===== src/rtl/pd_wake_pkg.sv =====
package pd_wake_pkg;
   localparam int CAUSE_GPIO = 0;
   localparam int CAUSE_EXT  = 1;
   localparam int N_SRC      = 2;
   typedef logic [N_SRC-1:0] src_vec_t;
endpackage


===== src/rtl/pd_wake_sync.sv =====
module pd_wake_sync #(
   parameter int STAGES = 2
) (
   input  logic clk,
   input  logic rst_n,
   input  logic d_i,
   output logic q_o
);
   logic [STAGES-1:0] chain_q;

   generate
      if (STAGES == 2) begin : g_two
         always_ff @(posedge clk) begin
            if (!rst_n) chain_q <= '0;
            else        chain_q <= {chain_q[0], d_i};
         end
      end else begin : g_deep
         always_ff @(posedge clk) begin
            if (!rst_n) chain_q <= '0;
            else        chain_q <= {chain_q[STAGES-2:0], d_i};
         end
      end
   endgenerate

   assign q_o = chain_q[STAGES-1];
endmodule


===== src/rtl/pd_wake_ext_qual.sv =====
module pd_wake_ext_qual #(
   parameter int MIN_HIGH = 1
) (
   input  logic clk,
   input  logic rst_n,
   input  logic pd_i,
   input  logic ack_i,
   input  logic en_i,
   input  logic pin_s_i,
   output logic hit_o
);
   localparam int CW = $clog2(MIN_HIGH + 1);
   localparam logic [CW-1:0] CNT_TOP = CW'(MIN_HIGH - 1);

   logic          armed_q;
   logic [CW-1:0] hi_cnt_q;

   // armed once the pin is seen low inside power-down; ack disarms
   always_ff @(posedge clk) begin
      if (!rst_n) armed_q <= 1'b0;
      else        armed_q <= pd_i & ~ack_i & (armed_q | ~pin_s_i);
   end

   always_ff @(posedge clk) begin
      if (!rst_n)
         hi_cnt_q <= '0;
      else if (pd_i && armed_q && pin_s_i)
         hi_cnt_q <= (hi_cnt_q == CNT_TOP) ? hi_cnt_q : hi_cnt_q + 1'b1;
      else
         hi_cnt_q <= '0;
   end

   assign hit_o = en_i & pd_i & armed_q & pin_s_i & (hi_cnt_q == CNT_TOP);
endmodule


===== src/rtl/pd_wake_req.sv =====
module pd_wake_req
   import pd_wake_pkg::*;
(
   input  logic     clk,
   input  logic     rst_n,
   input  logic     pd_i,
   input  logic     ack_i,
   input  src_vec_t hit_i,
   output logic     req_o,
   output src_vec_t cause_o
);
   logic pd_q;
   logic entry;

   assign entry = pd_i & ~pd_q;

   always_ff @(posedge clk) begin
      if (!rst_n) begin
         pd_q    <= 1'b0;
         req_o   <= 1'b0;
         cause_o <= '0;
      end else begin
         pd_q <= pd_i;
         if (!pd_i || ack_i) req_o <= 1'b0;
         else if (|hit_i)    req_o <= 1'b1;
         cause_o <= entry ? hit_i : (cause_o | hit_i);
      end
   end
endmodule


===== src/rtl/pd_wake_ctrl.sv =====
module pd_wake_ctrl
   import pd_wake_pkg::*;
#(
   parameter int N_EVT       = 8,
   parameter int SYNC_STAGES = 2,
   parameter int MIN_HIGH    = 1
) (
   input  logic             clk_xtal,
   input  logic             rst_n,
   input  logic [N_EVT-1:0] evt_i,
   input  logic             ext_wake_i,
   input  logic [1:0]       wake_en_i,
   input  logic             pwr_down_i,
   input  logic             cpu_ack_i,
   output logic             wake_req_o,
   output logic [1:0]       wake_cause_o
);
   generate
      if (N_EVT < 1) begin : g_bad_evt
         $error("N_EVT must be at least 1");
      end
      if (SYNC_STAGES < 2) begin : g_bad_sync
         $error("SYNC_STAGES must be at least 2");
      end
      if (MIN_HIGH < 1) begin : g_bad_min
         $error("MIN_HIGH must be at least 1");
      end
   endgenerate

   logic     pin_s;
   src_vec_t hits;
   src_vec_t cause;

   pd_wake_sync #(.STAGES(SYNC_STAGES)) u_sync (
      .clk   (clk_xtal),
      .rst_n (rst_n),
      .d_i   (ext_wake_i),
      .q_o   (pin_s)
   );

   pd_wake_ext_qual #(.MIN_HIGH(MIN_HIGH)) u_qual (
      .clk     (clk_xtal),
      .rst_n   (rst_n),
      .pd_i    (pwr_down_i),
      .ack_i   (cpu_ack_i),
      .en_i    (wake_en_i[CAUSE_EXT]),
      .pin_s_i (pin_s),
      .hit_o   (hits[CAUSE_EXT])
   );

   assign hits[CAUSE_GPIO] = pwr_down_i & wake_en_i[CAUSE_GPIO] & (|evt_i);

   pd_wake_req u_req (
      .clk     (clk_xtal),
      .rst_n   (rst_n),
      .pd_i    (pwr_down_i),
      .ack_i   (cpu_ack_i),
      .hit_i   (hits),
      .req_o   (wake_req_o),
      .cause_o (cause)
   );

   assign wake_cause_o = cause;
endmodule


===== config.mk =====
export PLATFORM = sky130hd
export DESIGN_NAME = pd_wake_ctrl
export DESIGN_NICKNAME = d
export VERILOG_FILES = /design/src/rtl/pd_wake_pkg.sv /design/src/rtl/pd_wake_sync.sv /design/src/rtl/pd_wake_ext_qual.sv /design/src/rtl/pd_wake_req.sv /design/src/rtl/pd_wake_ctrl.sv
export SDC_FILE = /design/constraint.sdc
export NUM_CORES = 1
export LEC_CHECK = 0
export ABC_AREA = 1
export BUFFER_PORTS_ARGS = -buffer_cell sky130_fd_sc_hd__buf_2
export CAP_MARGIN = 15
export CORE_AREA = 2 2 39 41
export CTS_BUF_LIST = sky130_fd_sc_hd__clkbuf_16
export DETAILED_ROUTE_END_ITERATION = 10
export DIE_AREA = 0 0 41 43
export PLACE_DENSITY = 0.51
export SYNTH_ARGS = -nofsm -noshare
export SYNTH_HDL_FRONTEND = slang
export SYNTH_SLANG_ARGS = --single-unit
export TNS_END_PERCENT = 30

===== constraint.sdc =====
create_clock -name clk_xtal -period 0.8 [get_ports clk_xtal]
set_input_delay 0 -clock clk_xtal [delete_from_list [all_inputs] [get_ports clk_xtal]]
set_output_delay 0 -clock clk_xtal [all_outputs]
set_load 0.02 [all_outputs]

* Word-level counts from Yosys, hierarchy flattened
Index checks and enable logic that the tools add are counted.
Word-level totals: flip-flop bits (word level) 8, latch bits 0, memory bits (writable) 0, ROM bits 0, input port bits 15, output and inout bits 3, word-level logic and storage cells 32, memories kept 0
Cells by class: add/subtract/negate cells 1, multiply operators 0, divide/modulo/power cells 0, magnitude comparators 0, equality and inequality tests 0, shift operators 0, multiplexer cells 1, bitwise gates (word level) 16, reduce and logical (&&, ||, !) cells 8
Operators with widths (number):
- $and A1 B1 Y1 | 9
- $reduce_or A8 Y1 | 1
- $not A1 Y1 | 5
- $reduce_or A2 Y1 | 2
- $reduce_and A3 Y1 | 1
- $logic_and A1 B1 Y1 | 2
- $mux W2 | 1
- $or A2 B2 Y2 | 1
- $add A1 B1 Y1 const B | 1
- $logic_not A1 Y1 | 1
- $logic_or A1 B1 Y1 | 1
- $or A1 B1 Y1 | 1

* Logic depth before layout (Yosys ltp)
Gate-level depths: netlist of run 1.
depth in word-level cells 6, gate-level depth with buffers 4, mapped depth without buffers 4

* Hierarchy
A second synthesis of run 1 with hierarchy kept.
Second synthesis, totals: cell total of the unflattened synthesis 46, area total of the unflattened synthesis 309.0 um^2
By module, submodules not included:
- pd_wake_req | instances 1, cells an instance 19, area each 140.1 um^2, seq. area each 80.1 um^2
- pd_wake_ext_qual | instances 1, cells an instance 12, area each 80.1 um^2, seq. area each 40.0 um^2
- pd_wake_sync | instances 1, cells an instance 6, area each 55.1 um^2, seq. area each 40.0 um^2
- pd_wake_ctrl | instances 1, cells an instance 9, area each 33.8 um^2, seq. area each 0.0 um^2

* Worst setup path before layout of run 1
No wires, ideal clock.
path type flip-flop to flip-flop, start register u_qual.armed_q, end register u_req.req_o, library setup time 0.070 ns, data arrival time 0.642 ns, required time 0.730 ns, path slack 0.088 ns, stages on the path, launching flop included 5, path buffers 0, period minus slack after synthesis 0.712 ns, cells stage by stage dfxtp_1 > nand2_1 > nor2_1 > a21oi_1 > a21oi_1
On the way: cells in the longest elaborated chain, start to end 4
RTL lines:
- start: declaration | line pd_wake_ext_qual.sv:15 | logic armed_q;
- start signal: assignment | line pd_wake_ext_qual.sv:21 | else armed_q <= pd_i & ~ack_i & (armed_q | ~pin_s_i);
- $and A1 B1 Y1 (3 in series) | line pd_wake_ext_qual.sv:33 | assign hit_o = en_i & pd_i & armed_q & pin_s_i & (hi_cnt_q == CNT_TOP);
- $reduce_or A2 Y1 | line pd_wake_req.sv:25 | else if (|hit_i) req_o <= 1'b1;
- end signal: assignment | line pd_wake_req.sv:20 | req_o <= 1'b0;
- end signal: assignment | line pd_wake_req.sv:24 | if (!pd_i || ack_i) req_o <= 1'b0;
- end signal: assignment | line pd_wake_req.sv:25
- end: declaration | line pd_wake_req.sv:9 | output logic req_o,
No other way between the ends. A chain may end at the register's enable or synchronous reset.

* Worst setup path in the final report of run 1
Same ends and word-level chain as after synthesis.

==> summary.md, run 1 <==
| Metric | Value |
|---|---|
| Status | `finished, final reports clean` |
| Grt ovf | `0` |
| Final Cycle Share | `0.9345` |
| First-pass GRT wire length | `1.083 mm` |
| Yosys top cell by area | `dfxtp_1` |
| Num Clock Sinks | `8` |
| Fin. max-slew vios | `0` |
| CTS root buffer | `clkbuf_16` |
| Chip width | `between 40 and 50 um` |
| Critical path capture point type | `flop` |
| Worst hold slack | `around 0.0046 ns` |
| Post-synth top area share | `0.5447` |
| Initial core utilization | `0.2125` |
| Yosys warns | `0` |
| Area grow syn2layout | `70.64%` |
| Non-Filler Instances | `approximately 80` |
| Post-route setup slack | `approximately 0.052 ns` |
| Ys async rst share | `0` |
| Max_cap viols | `0` |
| Worst slack at placement | `between 0.04 and 0.05 ns` |
| Crit-path max FO | `2` |
| Critical path type | `reg -> reg` |
| Most area-consuming cells after synthesis | `dfxtp_1 54%, nand2_1 15%, inv_1 10%` |
| Core Region | `roughly 1400 um2` |
| Post-Syn Instances | `~40` |
| CTS tree | `built` |
| Initial antenna violation count | `0` |
| Post-synthesis average cell area | `7.172 um2` |
| Critical Path AT | `approximately 0.91 ns` |
| Vias in the first global route | `314` |
| CTS max path bufs | `2` |
| Routed vias | `300` |
| Worst r2r src | `u_qual.armed_q` |
| Diodes inserted | `0` |
| Top_reg_cell synth | `dfxtp_1` |
| Distinct cells, synth | `8` |
| Layout cell share with drive strength beyond 1 | `0.3651` |
| Final Wtd Congestion | `between 0.7 and 0.8` |
| Pre-antenna DRT Iters | `3` |
| Setup Fix Bufs, Post-CTS | `0` |
| Fin. Hold Viols | `0` |
| Die height | `~43 um` |
| Hold Crit Start | `rst_n` |
| Yosys reg bits | `8` |
| Num ports | `18` |
| Worst Hold Path Cells | `3` |
| Wire per inst | `7.456 um` |
| Worst Hold Path EP | `u_sync.chain_q[1]` |
| WL final | `between 500 and 600 um` |
| Commonest cells in the netlist | `12 x nand2_1, 8 x dfxtp_1, 8 x inv_1, 5 x a21oi_1, 5 x nor2_1` |
| Largest net degree at the start of global routing | `5` |
| Peak Freq | `approximately 1300 MHz` |
| RR Endpoint | `u_req.req_o` |
| Global Route Usage Sum | `0.09567` |
| Count leader, synth | `nand2_1` |
| Post-synth EDFFs | `0` |
| Setup slack, reg-to-reg | `approximately 0.052 ns` |
| Register area share after synthesis | `0.5447` |
| Final setup skew | `roughly 0.0028 ns` |
| DRC Markers | `0` |
| Antenna-violating nets left | `0` |
| Worst IR Drop VDD | `1.941 mV` |
| Layout Nets | `80` |
| R2R depth | `4` |
| Reg clk slew, reported paths | `roughly 0.040 ns` |
| CTS Buf Count | `3` |
| Post-synthesis net count | `56` |
| Die ar. | `~1800 um2` |
| Port-buffer cells | `17` |
| H-tree depth | `1` |
| Pleak | `roughly 0.27 nW` |
| Post-synthesis cell area | `294.0 um2` |
| Via density | `approximately 3.8` |
| Final setup vio count | `0` |
| Startpoint Class | `flop` |
| First-iteration detailed-routing DRC count | `1` |
| Final setup TNS | `0 ns` |
| Worst EP required | `about 0.96 ns` |
| PwrDens | `roughly 2700 nW/um2` |
| Power Total | `~0.0013 W` |
| Rows | `14` |
| Clk_lat worst skew | `0.23 ns` |
| Placed Cells | `74` |
| Detailed placement HPWL | `approximately 470 um` |
| Minimum clock period | `about 0.75 ns` |
| HP Class | `in -> reg` |
## cell families after synthesis
| group | after synthesis | synth area share |
|---|---|---|
| DFF | 8 | 0.5447 |
| other | 1 | 0.01275 |
| AOI/OAI and AO/OA | 6 | 0.1021 |
| and+or+nand+nor | 18 | 0.2383 |
| buffers and inverters | 8 | 0.1021 |
## cell usage in the layout (no fill, tap or decap)
cell and n:
o21ai_0 1, dfxtp_1 7, dfxtp_2 1, inv_1 8, nand2_1 12, a21oi_2 1, a21oi_1 4, dlygate4sd3_1 2
or2_1 1, nor2_2 1, nor2_1 4, clkbuf_16 3, buf_2 17, conb_1 1
## cell type report
class / instances / area (um2)
clock buffers: 3 / 75.07
inverters: 8 / 30.03
flip-flops and latches: 8 / 161.4
well taps: 16 / 20.02
multi-input cells: 25 / 110.1
repair buffers: 19 / 105.1
fillers: 148 / 882.1
## routing by layer
| layer | vias up | wire length, um | GRT usage |
|---|---|---|---|
| met4 | 0 | 0 | 0.02000 |
| met5 | - | 0 | 0 |
| li1 | 164 | - | - |
| met3 | 0 | 57 | 0.09424 |
| met2 | 10 | 266 | 0.1406 |
| met1 | 126 | 266 | 0.09416 |
## where the power goes
group           total, W  internal, W  switching (W)
logic          0.0000834    0.0000456      0.0000378
clock network   0.000835     0.000644       0.000191
registers       0.000424     0.000418     0.00000623
## flip-flops by register name (all words and copies together), names as in the netlist
name,flops
u_qual.hi_cnt_q,1
u_qual.armed_q,1
u_req.cause_o,2
u_req.req_o,1
u_sync.chain_q,2
u_req.pd_q,1
## per-stage QoR
stage | area, um2 | utilization
floorplan | 294.0 | -
global placement | 399.1 | 0.2884
detailed placement | 399.1 | 0.2884
CTS | 494.2 | 0.3571
global route | 501.7 | 0.3626
finish | 501.7 | 0.3626
## worst max-delay path by stage
stage	from	to	slack, ns	cells past startpoint
floorplan	u_qual.armed_q	u_req.req_o	0.09	4
global placement	u_qual.armed_q	u_req.req_o	0.08	4
detailed placement	u_qual.armed_q	u_req.req_o	0.04	4
CTS	u_qual.armed_q	u_req.req_o	0.03	4
global route	u_qual.armed_q	u_req.req_o	-0.02	4
finish	u_qual.armed_q	u_req.req_o	0.05	4
## timing repair
action / 4_1_cts / 5_1_grt
gates resized for setup: 0 / 3
hold buffers: 2 / 0
endpoints found under the hold margin: 1 / 0
endpoints found under the setup margin: 0 / 2
## critical path: stages, from the launching register on
cell and delay (ns):
dfxtp_2 0.31, nand2_1 0.06, nor2_2 0.12, a21oi_1 0.07, a21oi_1 0.12
Note: power is estimated with default switching activity, not from simulation.
==> run 2, diff against run 1 <==
--- a/config.mk
+++ b/config.mk
@@ -6,13 +6,16 @@
 export NUM_CORES = 1
 export LEC_CHECK = 0
 export ABC_AREA = 1
+export ABC_CLOCK_PERIOD_IN_PS = 800
 export BUFFER_PORTS_ARGS = -buffer_cell sky130_fd_sc_hd__buf_2
 export CAP_MARGIN = 15
-export CORE_AREA = 2 2 39 41
+export CELL_PAD_IN_SITES_DETAIL_PLACEMENT = 1
+export CELL_PAD_IN_SITES_GLOBAL_PLACEMENT = 2
+export CORE_MARGIN = 2
+export CORE_UTILIZATION = 18
 export CTS_BUF_LIST = sky130_fd_sc_hd__clkbuf_16
 export DETAILED_ROUTE_END_ITERATION = 10
-export DIE_AREA = 0 0 41 43
-export PLACE_DENSITY = 0.51
+export PLACE_DENSITY = 0.71
 export SYNTH_ARGS = -nofsm -noshare
 export SYNTH_HDL_FRONTEND = slang
 export SYNTH_SLANG_ARGS = --single-unit
==> run 2 against run 1 <==
Compared with the run above:
- sequential power about the same
- critical path depth did not move
- clock power rose by 0.5%
- total power about the same
- combinational power fell by 3.1%
- sequential share of layout area increased by 0.82 points
==> summary.md, run 2 (synthesized netlist as in run 1, its figures left out) <==
| Metric | Value |
|---|---|
| Status | `finished, final reports clean` |
| Final setup vio count | `0 (unchanged)` |
| DRC Markers | `0 (unchanged)` |
| Cell Chain, Critical Path | `nand2_1, nor2_1, a21oi_1, a21oi_1` |
| Via density | `3.974 (+4.7%)` |
| Pre-antenna DRT Iters | `1 (-2)` |
| CTS Buf Count | `3 (unchanged)` |
| HP Class | `in -> reg` |
| H-tree depth | `1 (unchanged)` |
| Peak Freq | `1330 MHz (-0.59%)` |
| WL final | `702 um (+19%)` |
| Pleak | `0.2667 nW (-1.4%)` |
| Fill cells | `184 (+24%)` |
| CTS root buffer | `clkbuf_16` |
| Diodes inserted | `0 (unchanged)` |
| Power Total | `0.001343 W (about the same)` |
| Area grow syn2layout | `66.38%` |
| Reg clk slew, reported paths | `0.04 ns (about the same)` |
| Routed vias | `310 (+3.3%)` |
| Commonest non-fill, non-tap cell in the layout | `buf_2` |
| Clk_lat worst skew | `0.23 ns (about the same)` |
| Die height | `44.42 um (+3.3%)` |
| First-pass GRT wire length | `1.166 mm (+7.7%)` |
| RSZ-0062 raised after global routing | `false` |
| Crit-path slowest cell | `dfxtp_2` |
| Final Wtd Congestion | `0.6595 (-6.8%)` |
| Max incr delay on CP | `0.32 ns (about the same)` |
| Worst r2r src | `u_qual.armed_q` |
| Chip width | `44.42 um (+8.3%)` |
| RR Endpoint | `u_req.req_o` |
| Antenna-violating nets left | `0 (unchanged)` |
| Worst slack at placement | `0.02469 ns (-0.01829 ns)` |
| Worst Hold Path Cells | `3 (unchanged)` |
| Startpoint Class | `flop` |
| Layout Nets | `79 (-1.3%)` |
| Critical path capture point type | `flop` |
| Worst EP required | `0.96 ns (about the same)` |
| Worst IR Drop VDD | `1.295 mV (-33%)` |
| CTS tree | `built` |
| PwrDens | `2746 nW/um2 (+2.6%)` |
| Most frequent cells in the layout | `17 x buf_2, 12 x nand2_1, 8 x inv_1, 7 x dfxtp_1, 5 x nor2_1` |
| Final setup skew | `0.001240 ns (-0.001540 ns)` |
| Most frequent cell on the critical path | `a21oi_1` |
| Grt ovf | `0 (unchanged)` |
| Die ar. | `1973 um2 (+12%)` |
| Crit-path max FO | `2 (unchanged)` |
| Port-buffer cells | `17 (unchanged)` |
| Fin. Hold Viols | `0 (unchanged)` |
| CP startpoint | `u_qual.armed_q` |
| Wire per inst | `9.000 um (+21%)` |
| Fin. max-slew vios | `0 (unchanged)` |
| Worst setup endpoint | `u_req.req_o` |
| Core Region | `1524 um2 (+10%)` |
| Max_cap viols | `0 (unchanged)` |
| Rows | `14 (unchanged)` |
| Minimum clock period | `0.7520 ns (+0.004446 ns)` |
| Vias in the first global route | `298 (-5.1%)` |
| Num Clock Sinks | `8 (unchanged)` |
| Critical Path AT | `0.92 ns (about the same)` |
| Layout cell share with drive strength beyond 1 | `0.3548 (-0.01024)` |
| Setup slack, reg-to-reg | `0.05 ns (about the same)` |
| Num ports | `18 (unchanged)` |
| Post-route setup slack | `0.04798 ns (-0.004446 ns)` |
| Initial antenna violation count | `0 (unchanged)` |
| Top flop regs | `u_req.cause_o x2, u_sync.chain_q x2` |
| Largest net degree at the start of global routing | `5 (unchanged)` |
| CTS max path bufs | `2 (unchanged)` |
| R2R depth | `4 (unchanged)` |
| Initial core utilization | `0.1929 (-0.01954)` |
| Final setup TNS | `0 ns (unchanged)` |
| First-iteration detailed-routing DRC count | `0 (-1)` |
| Final Cycle Share | `0.9400 (+0.005557)` |
| Global Route Usage Sum | `0.08861 (-0.007062)` |
| Critical path type | `reg -> reg` |
| Detailed placement HPWL | `559.1 um (+18%)` |
-- run 2: cell count changes in the layout (fill, tap and decap cells not counted) --
cell,delta
dlygate4sd3_1,-1
nor2_1,+1
nor2_2,-1
-- run 2: layout make-up --
| class | instances | area [um2] | area share |
|---|---|---|---|
| clock buffer | 3 | 75.07 | 0.1535 |
| inverter | 8 | 30.03 | 0.06138 |
| multi-input combinational | 25 | 107.6 | 0.2199 |
| sequential | 8 | 161.4 | 0.3299 |
| tap | 16 | 20.02 | 0.04092 |
| timing repair buffer | 18 | 95.09 | 0.1944 |
-- run 2: worst min path at each step --
stage               start                 to
2_1_floorplan       rst_n  u_sync.chain_q[0]
3_3_place_gp   ext_wake_i  u_sync.chain_q[0]
3_5_place_dp   ext_wake_i  u_sync.chain_q[0]
4_1_cts             rst_n  u_sync.chain_q[0]
5_1_grt             rst_n  u_sync.chain_q[0]
6_report            rst_n  u_sync.chain_q[0]
-- run 2: repair_timing --
| item | in CTS | in global routing |
|---|---|---|
| resized for setup | 0 | 2 |
| endpoints found under the setup margin | 0 | 2 |
| hold buffers | 1 | 0 |
| endpoints found under the hold margin | 1 | 0 |
| setup buffers | 0 | 0 |
-- run 2: routing by layer --
metal / global-route usage / wire (um)
met5: 0 / 0
met4: 0.09091 / 26
met3: 0.03673 / 56
met2: 0.1412 / 339
met1: 0.08250 / 280
-- run 2: through the flow --
| stage | hold WS, ns | cells | util | area, um2 |
|---|---|---|---|---|
| finish | 0.007822 | 78 | 0.3210 | 489.2 |
| global placement | 0.1819 | 74 | 0.2619 | 399.1 |
| floorplan | 0.09345 | 41 | - | 294.0 |
| detailed placement | 0.1932 | 74 | 0.2619 | 399.1 |
| CTS | 0.008610 | 78 | 0.3177 | 484.2 |
| global route | 0.03554 | 78 | 0.3210 | 489.2 |
-- run 2: critical path: cells and delay by family, from the launching register on --
family / cells / cell delay [ns]
AO/OA/AOI/OAI: 2 / 0.20
flip-flops: 1 / 0.32
AND/OR/NAND/NOR: 2 / 0.17
-- run 2: power breakdown --
group | total [W] | switching [W] | internal [W] | leakage (nW)
logic | 0.0000808 | 0.0000385 | 0.0000423 | 0.163
registers | 0.000423 | 0.00000562 | 0.000418 | 0.0663
clock network | 0.000839 | 0.000195 | 0.000644 | 0.0370
total | 0.00134 | 0.000239 | 0.00110 | 0.267
